### config.mk
export PLATFORM = sky130hd
export DESIGN_NAME = mreg_load_seq
export DESIGN_NICKNAME = d
export VERILOG_FILES = /design/src/rtl/mreg_pkg.sv /design/src/rtl/mreg_byterev.sv /design/src/rtl/mreg_fmt.sv /design/src/rtl/mreg_fsm.sv /design/src/rtl/mreg_load_seq.sv
export SDC_FILE = /design/constraint.sdc
export NUM_CORES = 1
export LEC_CHECK = 0
export ABC_CLOCK_PERIOD_IN_PS = 6200
export CORE_ASPECT_RATIO = 1.75
export CORE_MARGIN = 5
export CORE_UTILIZATION = 50
export CTS_BUF_LIST = sky130_fd_sc_hd__clkbuf_4 sky130_fd_sc_hd__clkbuf_8
export DETAILED_ROUTE_END_ITERATION = 7
export GPL_TIMING_DRIVEN = 0
export PLACE_DENSITY = 0.88
export SLEW_MARGIN = 20
export SYNTH_ARGS = -nofsm -noshare
export SYNTH_HDL_FRONTEND = slang
export SYNTH_SLANG_ARGS = --single-unit
### constraint.sdc
create_clock -name clk -period 6.2 [get_ports clk]
set_input_delay 0.93 -clock clk [delete_from_list [all_inputs] [get_ports clk]]
set_output_delay 0.93 -clock clk [all_outputs]
set_load 0.005 [all_outputs]
### src/rtl/mreg_pkg.sv
// Shared types for the multi-register load sequencer.
// Assumes: nothing beyond the standard.
package mreg_pkg;

    typedef enum logic [2:0] {
        ST_IDLE  = 3'd0,
        ST_REQ   = 3'd1,
        ST_WAIT  = 3'd2,
        ST_WRITE = 3'd3,
        ST_DONE  = 3'd4
    } seq_state_t;

endpackage

### src/rtl/mreg_byterev.sv
// Reverses the byte order of a data word.
// Assumes: WIDTH is a multiple of 8.
module mreg_byterev #(
    parameter int WIDTH = 64
) (
    input  logic [WIDTH-1:0] din,
    output logic [WIDTH-1:0] dout
);
    localparam int NBYTES = WIDTH / 8;

    // Mirror byte lane i onto lane NBYTES-1-i.
    for (genvar i = 0; i < NBYTES; i++) begin : g_lane
        assign dout[8*i +: 8] = din[WIDTH-8-8*i +: 8];
    end
endmodule

### src/rtl/mreg_fmt.sv
// Builds the register write index and data from the captured response.
// Assumes: base_idx is even in pair mode (the controller guarantees it).
module mreg_fmt #(
    parameter int XLEN  = 64,
    parameter int IDX_W = 5
) (
    input  logic             quad,
    input  logic             be,
    input  logic             half,
    input  logic [IDX_W-1:0] base_idx,
    input  logic [XLEN-1:0]  raw,
    output logic [IDX_W-1:0] wr_idx,
    output logic [XLEN-1:0]  wr_data
);
    localparam int WORD_W = XLEN / 2;

    logic [XLEN-1:0] swapped;

    mreg_byterev #(.WIDTH(XLEN)) u_rev (
        .din  (raw),
        .dout (swapped)
    );

    // Select data formatting per mode and endian order.
    always_comb begin
        if (quad) begin
            wr_data = be ? raw : swapped;
            wr_idx  = {base_idx[IDX_W-1:1], (be ? half : ~half)};
        end else begin
            wr_data = {{(XLEN-WORD_W){1'b0}}, raw[WORD_W-1:0]};
            wr_idx  = base_idx;
        end
    end
endmodule

### src/rtl/mreg_fsm.sv
// Sequencing controller: accepts a start, issues one read at a time,
// captures each response and steps address and register index.
// Assumes: a response arrives for every request, one cycle wide.
module mreg_fsm
    import mreg_pkg::*;
#(
    parameter int XLEN    = 64,
    parameter int ADDR_W  = 32,
    parameter int REG_CNT = 32,
    parameter int IDX_W   = $clog2(REG_CNT)
) (
    input  logic              clk,
    input  logic              rst_n,
    input  logic              start,
    input  logic              quad_in,
    input  logic              be_in,
    input  logic [ADDR_W-1:0] addr_in,
    input  logic [IDX_W-1:0]  idx_in,
    input  logic              rsp_valid,
    input  logic [XLEN-1:0]   rsp_data,
    output logic              busy,
    output logic              done,
    output logic              err,
    output logic              mem_req,
    output logic [ADDR_W-1:0] mem_addr,
    output logic              mem_dw,
    output logic              rf_we,
    output logic              quad_q,
    output logic              be_q,
    output logic              half_q,
    output logic [IDX_W-1:0]  idx_q,
    output logic [XLEN-1:0]   data_q
);
    localparam logic [IDX_W-1:0]  LAST_IDX  = IDX_W'(REG_CNT - 1);
    localparam logic [ADDR_W-1:0] WORD_STEP = ADDR_W'(XLEN / 16);
    localparam logic [ADDR_W-1:0] DW_STEP   = ADDR_W'(XLEN / 8);

    seq_state_t        state;
    logic [ADDR_W-1:0] addr_q;
    logic              err_q;
    logic              last;

    // Final transfer of the current operation.
    always_comb last = quad_q ? half_q : (idx_q == LAST_IDX);

    // State, address, index and data registers.
    always_ff @(posedge clk) begin
        if (!rst_n) begin
            state  <= ST_IDLE;
            addr_q <= '0;
            idx_q  <= '0;
            quad_q <= 1'b0;
            be_q   <= 1'b0;
            half_q <= 1'b0;
            err_q  <= 1'b0;
            data_q <= '0;
        end else begin
            case (state)
                ST_IDLE: begin
                    if (start) begin
                        addr_q <= addr_in;
                        idx_q  <= idx_in;
                        quad_q <= quad_in;
                        be_q   <= be_in;
                        half_q <= 1'b0;
                        if (quad_in && idx_in[0]) begin
                            err_q <= 1'b1;
                            state <= ST_DONE;
                        end else begin
                            err_q <= 1'b0;
                            state <= ST_REQ;
                        end
                    end
                end
                ST_REQ:  state <= ST_WAIT;
                ST_WAIT: begin
                    if (rsp_valid) begin
                        data_q <= rsp_data;
                        state  <= ST_WRITE;
                    end
                end
                ST_WRITE: begin
                    if (last) begin
                        state <= ST_DONE;
                    end else begin
                        state <= ST_REQ;
                        if (quad_q) begin
                            addr_q <= addr_q + DW_STEP;
                            half_q <= 1'b1;
                        end else begin
                            addr_q <= addr_q + WORD_STEP;
                            idx_q  <= idx_q + 1'b1;
                        end
                    end
                end
                ST_DONE: begin
                    err_q <= 1'b0;
                    state <= ST_IDLE;
                end
                default: state <= ST_IDLE;
            endcase
        end
    end

    // Outputs decoded from the state.
    always_comb begin
        busy     = (state != ST_IDLE);
        done     = (state == ST_DONE);
        err      = (state == ST_DONE) && err_q;
        mem_req  = (state == ST_REQ);
        mem_addr = addr_q;
        mem_dw   = quad_q;
        rf_we    = (state == ST_WRITE);
    end
endmodule

### src/rtl/mreg_load_seq.sv
// Top level: controller plus write formatter.
// Assumes: the register file accepts one write per cycle without stall.
module mreg_load_seq #(
    parameter int XLEN    = 64,
    parameter int ADDR_W  = 32,
    parameter int REG_CNT = 32,
    parameter int IDX_W   = $clog2(REG_CNT)
) (
    input  logic              clk,
    input  logic              rst_n,
    input  logic              start,
    input  logic              mode,
    input  logic              big_endian,
    input  logic [ADDR_W-1:0] start_addr,
    input  logic [IDX_W-1:0]  start_idx,
    output logic              busy,
    output logic              done,
    output logic              err,
    output logic              mem_req,
    output logic [ADDR_W-1:0] mem_addr,
    output logic              mem_dw,
    input  logic              mem_rsp_valid,
    input  logic [XLEN-1:0]   mem_rsp_data,
    output logic              rf_we,
    output logic [IDX_W-1:0]  rf_idx,
    output logic [XLEN-1:0]   rf_data
);
    logic             quad_q;
    logic             be_q;
    logic             half_q;
    logic [IDX_W-1:0] idx_q;
    logic [XLEN-1:0]  data_q;

    mreg_fsm #(
        .XLEN    (XLEN),
        .ADDR_W  (ADDR_W),
        .REG_CNT (REG_CNT),
        .IDX_W   (IDX_W)
    ) u_fsm (
        .clk       (clk),
        .rst_n     (rst_n),
        .start     (start),
        .quad_in   (mode),
        .be_in     (big_endian),
        .addr_in   (start_addr),
        .idx_in    (start_idx),
        .rsp_valid (mem_rsp_valid),
        .rsp_data  (mem_rsp_data),
        .busy      (busy),
        .done      (done),
        .err       (err),
        .mem_req   (mem_req),
        .mem_addr  (mem_addr),
        .mem_dw    (mem_dw),
        .rf_we     (rf_we),
        .quad_q    (quad_q),
        .be_q      (be_q),
        .half_q    (half_q),
        .idx_q     (idx_q),
        .data_q    (data_q)
    );

    mreg_fmt #(
        .XLEN  (XLEN),
        .IDX_W (IDX_W)
    ) u_fmt (
        .quad     (quad_q),
        .be       (be_q),
        .half     (half_q),
        .base_idx (idx_q),
        .raw      (data_q),
        .wr_idx   (rf_idx),
        .wr_data  (rf_data)
    );
endmodule

# Yosys cells after proc, flatten, opt, wreduce, memory -nomap -nowiden
# Index checks and enable logic that the tools add are counted.
# totals
output_inout_bits	107
elab_cells	60
reg_bits	108
# op_classes
eq_ne	10
n_mux	25
addsub	3
bitwise_logic	1
n_reduce_logical	13
# ops
cell	count
$mux 64	2
$mux 32	3
$pmux 32 s2	1
$add 32x3->32 const B	1
$add 32x4->32 const B	1
$mux 5	3
$mux 3	4
$pmux 3 s4	1
$pmux 5 s2	1
$mux 1	8
$ne 2x2->1 const B	4
$reduce_and 2->1	4
$reduce_and 4->1	2
$eq 3x2->1 const B	2
$add 5x1->5 const B	1
$eq 5x5->1 const B	1
$pmux 1 s2	2
$reduce_bool 2->1	2
$eq 3x1->1 const B	1
$eq 3x3->1 const B	1
$logic_not 3->1	1
$reduce_and 3->1	1
$reduce_bool 3->1	1
$logic_and 1x1->1	2
other kinds (2)	2

# Longest topological paths before layout
# logic_depth
ltp_word	4
ltp_mapped	9
mapped_depth_nobuf	8

# Cells and area by module
# Synthesis repeated with hierarchy kept, for this count alone.
# hier_totals
hier_cells	807
area_unflattened_um2	6718.9
# by_module_without_submodules
mod	seq_area_each_um2	cells_per_inst	instances	area_per_inst_um2
mreg_fsm	2162.1	629	1	5096.1
mreg_fmt	0.0	114	1	1142.3
mreg_byterev	0.0	64	1	480.5

# Worst setup path after synthesis
# No wires, ideal clock.
# synth_timing
path_kind	register to output
start	register u_fsm.be_q
end	output port rf_data[10]
path_buffers	3
path_slack_ns	3.770
arrival_time_ns	1.500
stages_incl_launch_ff	6
path_cell_list	dfxtp_1 -> clkbuf_1 -> nor2b_1 -> clkbuf_1 -> buf_1 -> mux2_2
# synth_between
elab_chain_len	2
# synth_rtl
element	line_no	text
start, declared	mreg_fsm.sv:29	output logic be_q,
start signal, assigned	mreg_fsm.sv:64	be_q <= be_in;
$mux 64	mreg_fmt.sv:27	wr_data = be ? raw : swapped;
$mux 64	mreg_fmt.sv:26	if (quad) begin
end, declared	mreg_load_seq.sv:26	output logic [XLEN-1:0] rf_data
# No other way between the ends.

# Worst setup path in the final report
# layout_timing
start	register u_fsm.quad_q (netlist: u_fsm.mem_dw)
end	output port rf_data[58]
# layout_between
elab_chain_len	1
# layout_rtl
element	line_no	text
start, declared	mreg_fsm.sv:28	output logic quad_q,
start signal, assigned	mreg_fsm.sv:63	quad_q <= quad_in;
$mux 64	mreg_fmt.sv:26	
# No other way between the ends.

==> flow_metrics.py <==
metrics = {
    "detailed_routing": {
        "detail_route.wl_per_cell_um": 19.7,
        "vias": 6527,
        "dr.first_iter.drc_count": 308,
        "postRouteAntennaNets": 0,
        "wirelength_mm": 22.1,
        "via_per_inst": 5.83,
        "drc": 0,
        "first_pass_iters": 5,
    },
    "sta": {
        "finalCriticalPeriod_ns": 3.76,
        "setup_viol": 0,
        "hold_viol": 0,
        "maxClockFrequency_ghz": 0.266,
        "fin_crit_sh_pct": 60.7,
        "rsz0062_at_grt": "no",
        "relSlewSlack_pct": 25.8,
        "final.setup.tns_ns": 0,
        "finClkSkew_ns": 0.0146,
        "worst_pin_slew_ns": 1.11,
        "drv_slew": 0,
    },
    "floorplanning": {
        "die_h_um": 153,
        "core_mm2": 0.0115,
        "rows": 52,
        "dieArea_mm2": 0.0140,
        "start_util_pct": 50.8,
        "io_pins": 214,
        "fp.dieW_um": 91.7,
    },
    "clock_tree": {
        "htree_levels": 3,
        "cts_tree": "done",
        "cts_setup_buffers": 0,
        "cts-resized-gates": 0,
        "cts-hold-fix-buffers": 0,
        "root_buffer": "clkbuf_8",
        "clock_latency_ns": 0.39,
        "clk_pin_slew_ns": 0.10,
        "ctsLongestPathBuffers": 2,
        "clock_sinks": 108,
        "numCtsBuffers": 9,
    },
    "global_routing": {
        "antenna_found_initial": 2,
        "grt_pass1_vias": 6561,
        "grtUsageTotal_pct": 30.7,
        "overflow": 0,
        "grt_max_degree": 19,
        "grt_pass1_wl_mm": 34.1,
    },
    "setup_path": {
        "timing_worst_setup_path_type": "flop to output port",
        "worstPathMaxFanout": 10,
        "end_kind": "output port",
        "worstPathArrival_ns": 2.83,
        "start_kind": "flop",
        "worstPathRequired_ns": 5.27,
    },
    "synthesis": {
        "synth.avg_cell_area_um2": 7.76,
        "ys_ff_latch": 108,
        "ys_types": 56,
        "synth-main-ff-cell": "dfxtp_1",
        "synthesis.nets": 864,
        "synth_edf_count": 0,
        "yosysWarningCount": 0,
        "netlist_area_mm2": 0.00585,
        "ys_seq_area_share_pct": 37.0,
        "async_flop_share_pct": 0,
        "postSynthCellCount": 753,
    },
    "power_and_ir_drop": {
        "p_per_area_mw_per_mm2": 234,
        "peakVddDrop_v": 0.000145,
        "p_leak_nw": 2.86,
    },
    "finish": {
        "area_delta_synth_final_pct": 43.8,
        "final.fill_count": 910,
        "final_util_pct": 73.0,
        "num-nets-final": 1088,
        "drive_above_1_share_pct": 7.54,
    },
    "placed_design": {
        "dp_hpwl_mm": 16.9,
        "io_buffers": 213,
        "routabilityCongestion": 1.02,
    },
    "flow_run": {
        "cap_viol_max_count": 0,
    },
    "status": {
        "status": "finished clean",
    },
    "worst_hold_path": {
        "hp-class": "flop to flop",
    },
}
-- cells in the final DEF (no fill, tap or decap), types with 3 or more instances in the layout --
| cell | Yosys | final |
|---|---|---|
| a211oi_1 | 10 | 10 |
| a21oi_1 | 87 | 87 |
| a22oi_1 | 6 | 6 |
| a2bb2oi_1 | 3 | 3 |
| a311oi_1 | 5 | 5 |
| a32o_1 | 4 | 4 |
| and2_1 | 5 | 5 |
| and3_1 | 6 | 6 |
| buf_1 | 8 | 8 |
| buf_2 | 9 | 9 |
| buf_4 | 7 | 7 |
| bufinv_16 | 0 | 3 |
| clkbuf_1 | 37 | 37 |
| clkbuf_8 | 0 | 10 |
| clkdlybuf4s50_1 | 0 | 213 |
| dfxtp_1 | 108 | 108 |
| ha_1 | 4 | 4 |
| inv_1 | 3 | 3 |
| mux2_2 | 34 | 34 |
| mux2i_1 | 40 | 40 |
| nand2_1 | 181 | 181 |
| nand3_1 | 16 | 16 |
| nand3b_1 | 3 | 3 |
| nand4_1 | 11 | 11 |
| nor2_1 | 39 | 39 |
| nor2b_1 | 33 | 33 |
| nor3_1 | 15 | 15 |
| nor4_1 | 9 | 9 |
| o211ai_1 | 4 | 4 |
| o21ai_0 | 24 | 24 |
| o221ai_1 | 3 | 3 |
| o31ai_1 | 4 | 4 |
| or3_1 | 4 | 4 |
| or4_1 | 3 | 3 |
-- final timing paths --
check | from | slack, ns | endpoint | cells past startpoint
setup / recovery | u_fsm.mem_dw | 2.44 | rf_data[58] | 5
hold / removal | u_fsm.data_q[53] | 0.47 | u_fsm.data_q[53] | 2
setup reg to reg | u_fsm.idx_q[1] | 3.54 | u_fsm.mem_addr[4] | 8
hold reg to reg | u_fsm.data_q[53] | 0.47 | u_fsm.data_q[53] | 2
-- metal layers --
layer / GRT usage [%] / share of wire (%) / up-vias
li1: - / - / 3097
met1: 31.4 / 35 / 3056
met2: 57.7 / 54 / 309
met3: 4.92 / 6.1 / 65
met4: 17.3 / 4.8 / 0
met5: 0 / 0 / -
-- cell families (layout without fill, tap and decap cells) --
kind of cell               Yosys count  count (layout)  share of synthesized area (%)
AOI/OAI and AO/OA                  168             168                           17.6
xor gates and xnor gates             2               2                          0.300
adders and majority gates            4               4                          0.856
buffers and inverters               65             294                           4.82
DFF                                108             108                           37.0
muxes                               74              74                           13.4
other                                0               2                              0
and+or+nand+nor                    332             332                           26.1
-- critical path, cell delays in order (launching register included) --
cell,delay (ns)
dfxtp_1,0.49
buf_4,0.23
clkbuf_1,0.49
clkbuf_1,0.39
nor2b_1,0.30
clkdlybuf4s50_1,0.55
-- metrics by stage --
stage | instance area (um2) | std cells | setup slack (ns) | hold slack, ns | total power [mW]
5_1_grt | 8410 | 1119 | 2.35 | 0.491 | 2.05
2_1_floorplan | 5850 | 753 | 3.77 | 0.446 | 1.13
3_3_place_gp | 8150 | 1101 | 2.88 | 0.444 | 1.41
3_5_place_dp | 8150 | 1101 | 2.89 | 0.457 | 1.42
6_report | 8410 | 1119 | 2.44 | 0.473 | 1.96
4_1_cts | 8400 | 1117 | 2.46 | 0.473 | 1.96
-- final cells by class --
cell class	instances	area [um2]	area share (%)
Antenna cell	2	5.00	0.0595
Buffer	61	267	3.17
Clock buffer	10	138	1.64
Clock inverter	6	116	1.38
Inverter	4	15.0	0.179
Multi-Input combinational cell	580	3400	40.5
Sequential cell	108	2160	25.7
Tap cell	135	169	2.01
Timing Repair Buffer	213	2130	25.4
-- cells in the mapped netlist (3+ instances only) --
master	count	area share [%]
clkbuf_1	37	2.4
nand3b_1	3	0.39
nor2b_1	33	3.5
a32o_1	4	0.68
a22oi_1	6	0.77
nand3_1	16	1.4
buf_1	8	0.51
or3_1	4	0.43
a211oi_1	10	1.3
a21oi_1	87	7.4
ha_1	4	0.86
or4_1	3	0.39
nand2_1	181	12
a2bb2oi_1	3	0.45
dfxtp_1	108	37
buf_2	9	0.77
nand4_1	11	1.2
a311oi_1	5	0.75
mux2i_1	40	6.8
nor2_1	39	2.5
nor4_1	9	0.96
o221ai_1	3	0.45
buf_4	7	0.90
and3_1	6	0.64
o211ai_1	4	0.51
mux2_2	34	6.5
nor3_1	15	1.3
o21ai_0	24	2.1
inv_1	3	0.19
o31ai_1	4	0.51
and2_1	5	0.54
-- registers in the layout (all words and copies together) (netlist names) --
register	cells
u_fsm.be_q	1
u_fsm.data_q	64
u_fsm.err_q	1
u_fsm.half_q	1
u_fsm.idx_q	5
u_fsm.mem_addr	32
u_fsm.mem_dw	1
u_fsm.state	3
-- where the power goes --
| group | internal (mW) | switching, mW | total [mW] |
|---|---|---|---|
| Sequential | 0.760 | 0.0796 | 0.839 |
| Clock | 0.283 | 0.263 | 0.546 |
| Combinational | 0.295 | 0.283 | 0.578 |
| Total | 1.34 | 0.625 | 1.96 |
(Power assumes the default switching activity.)
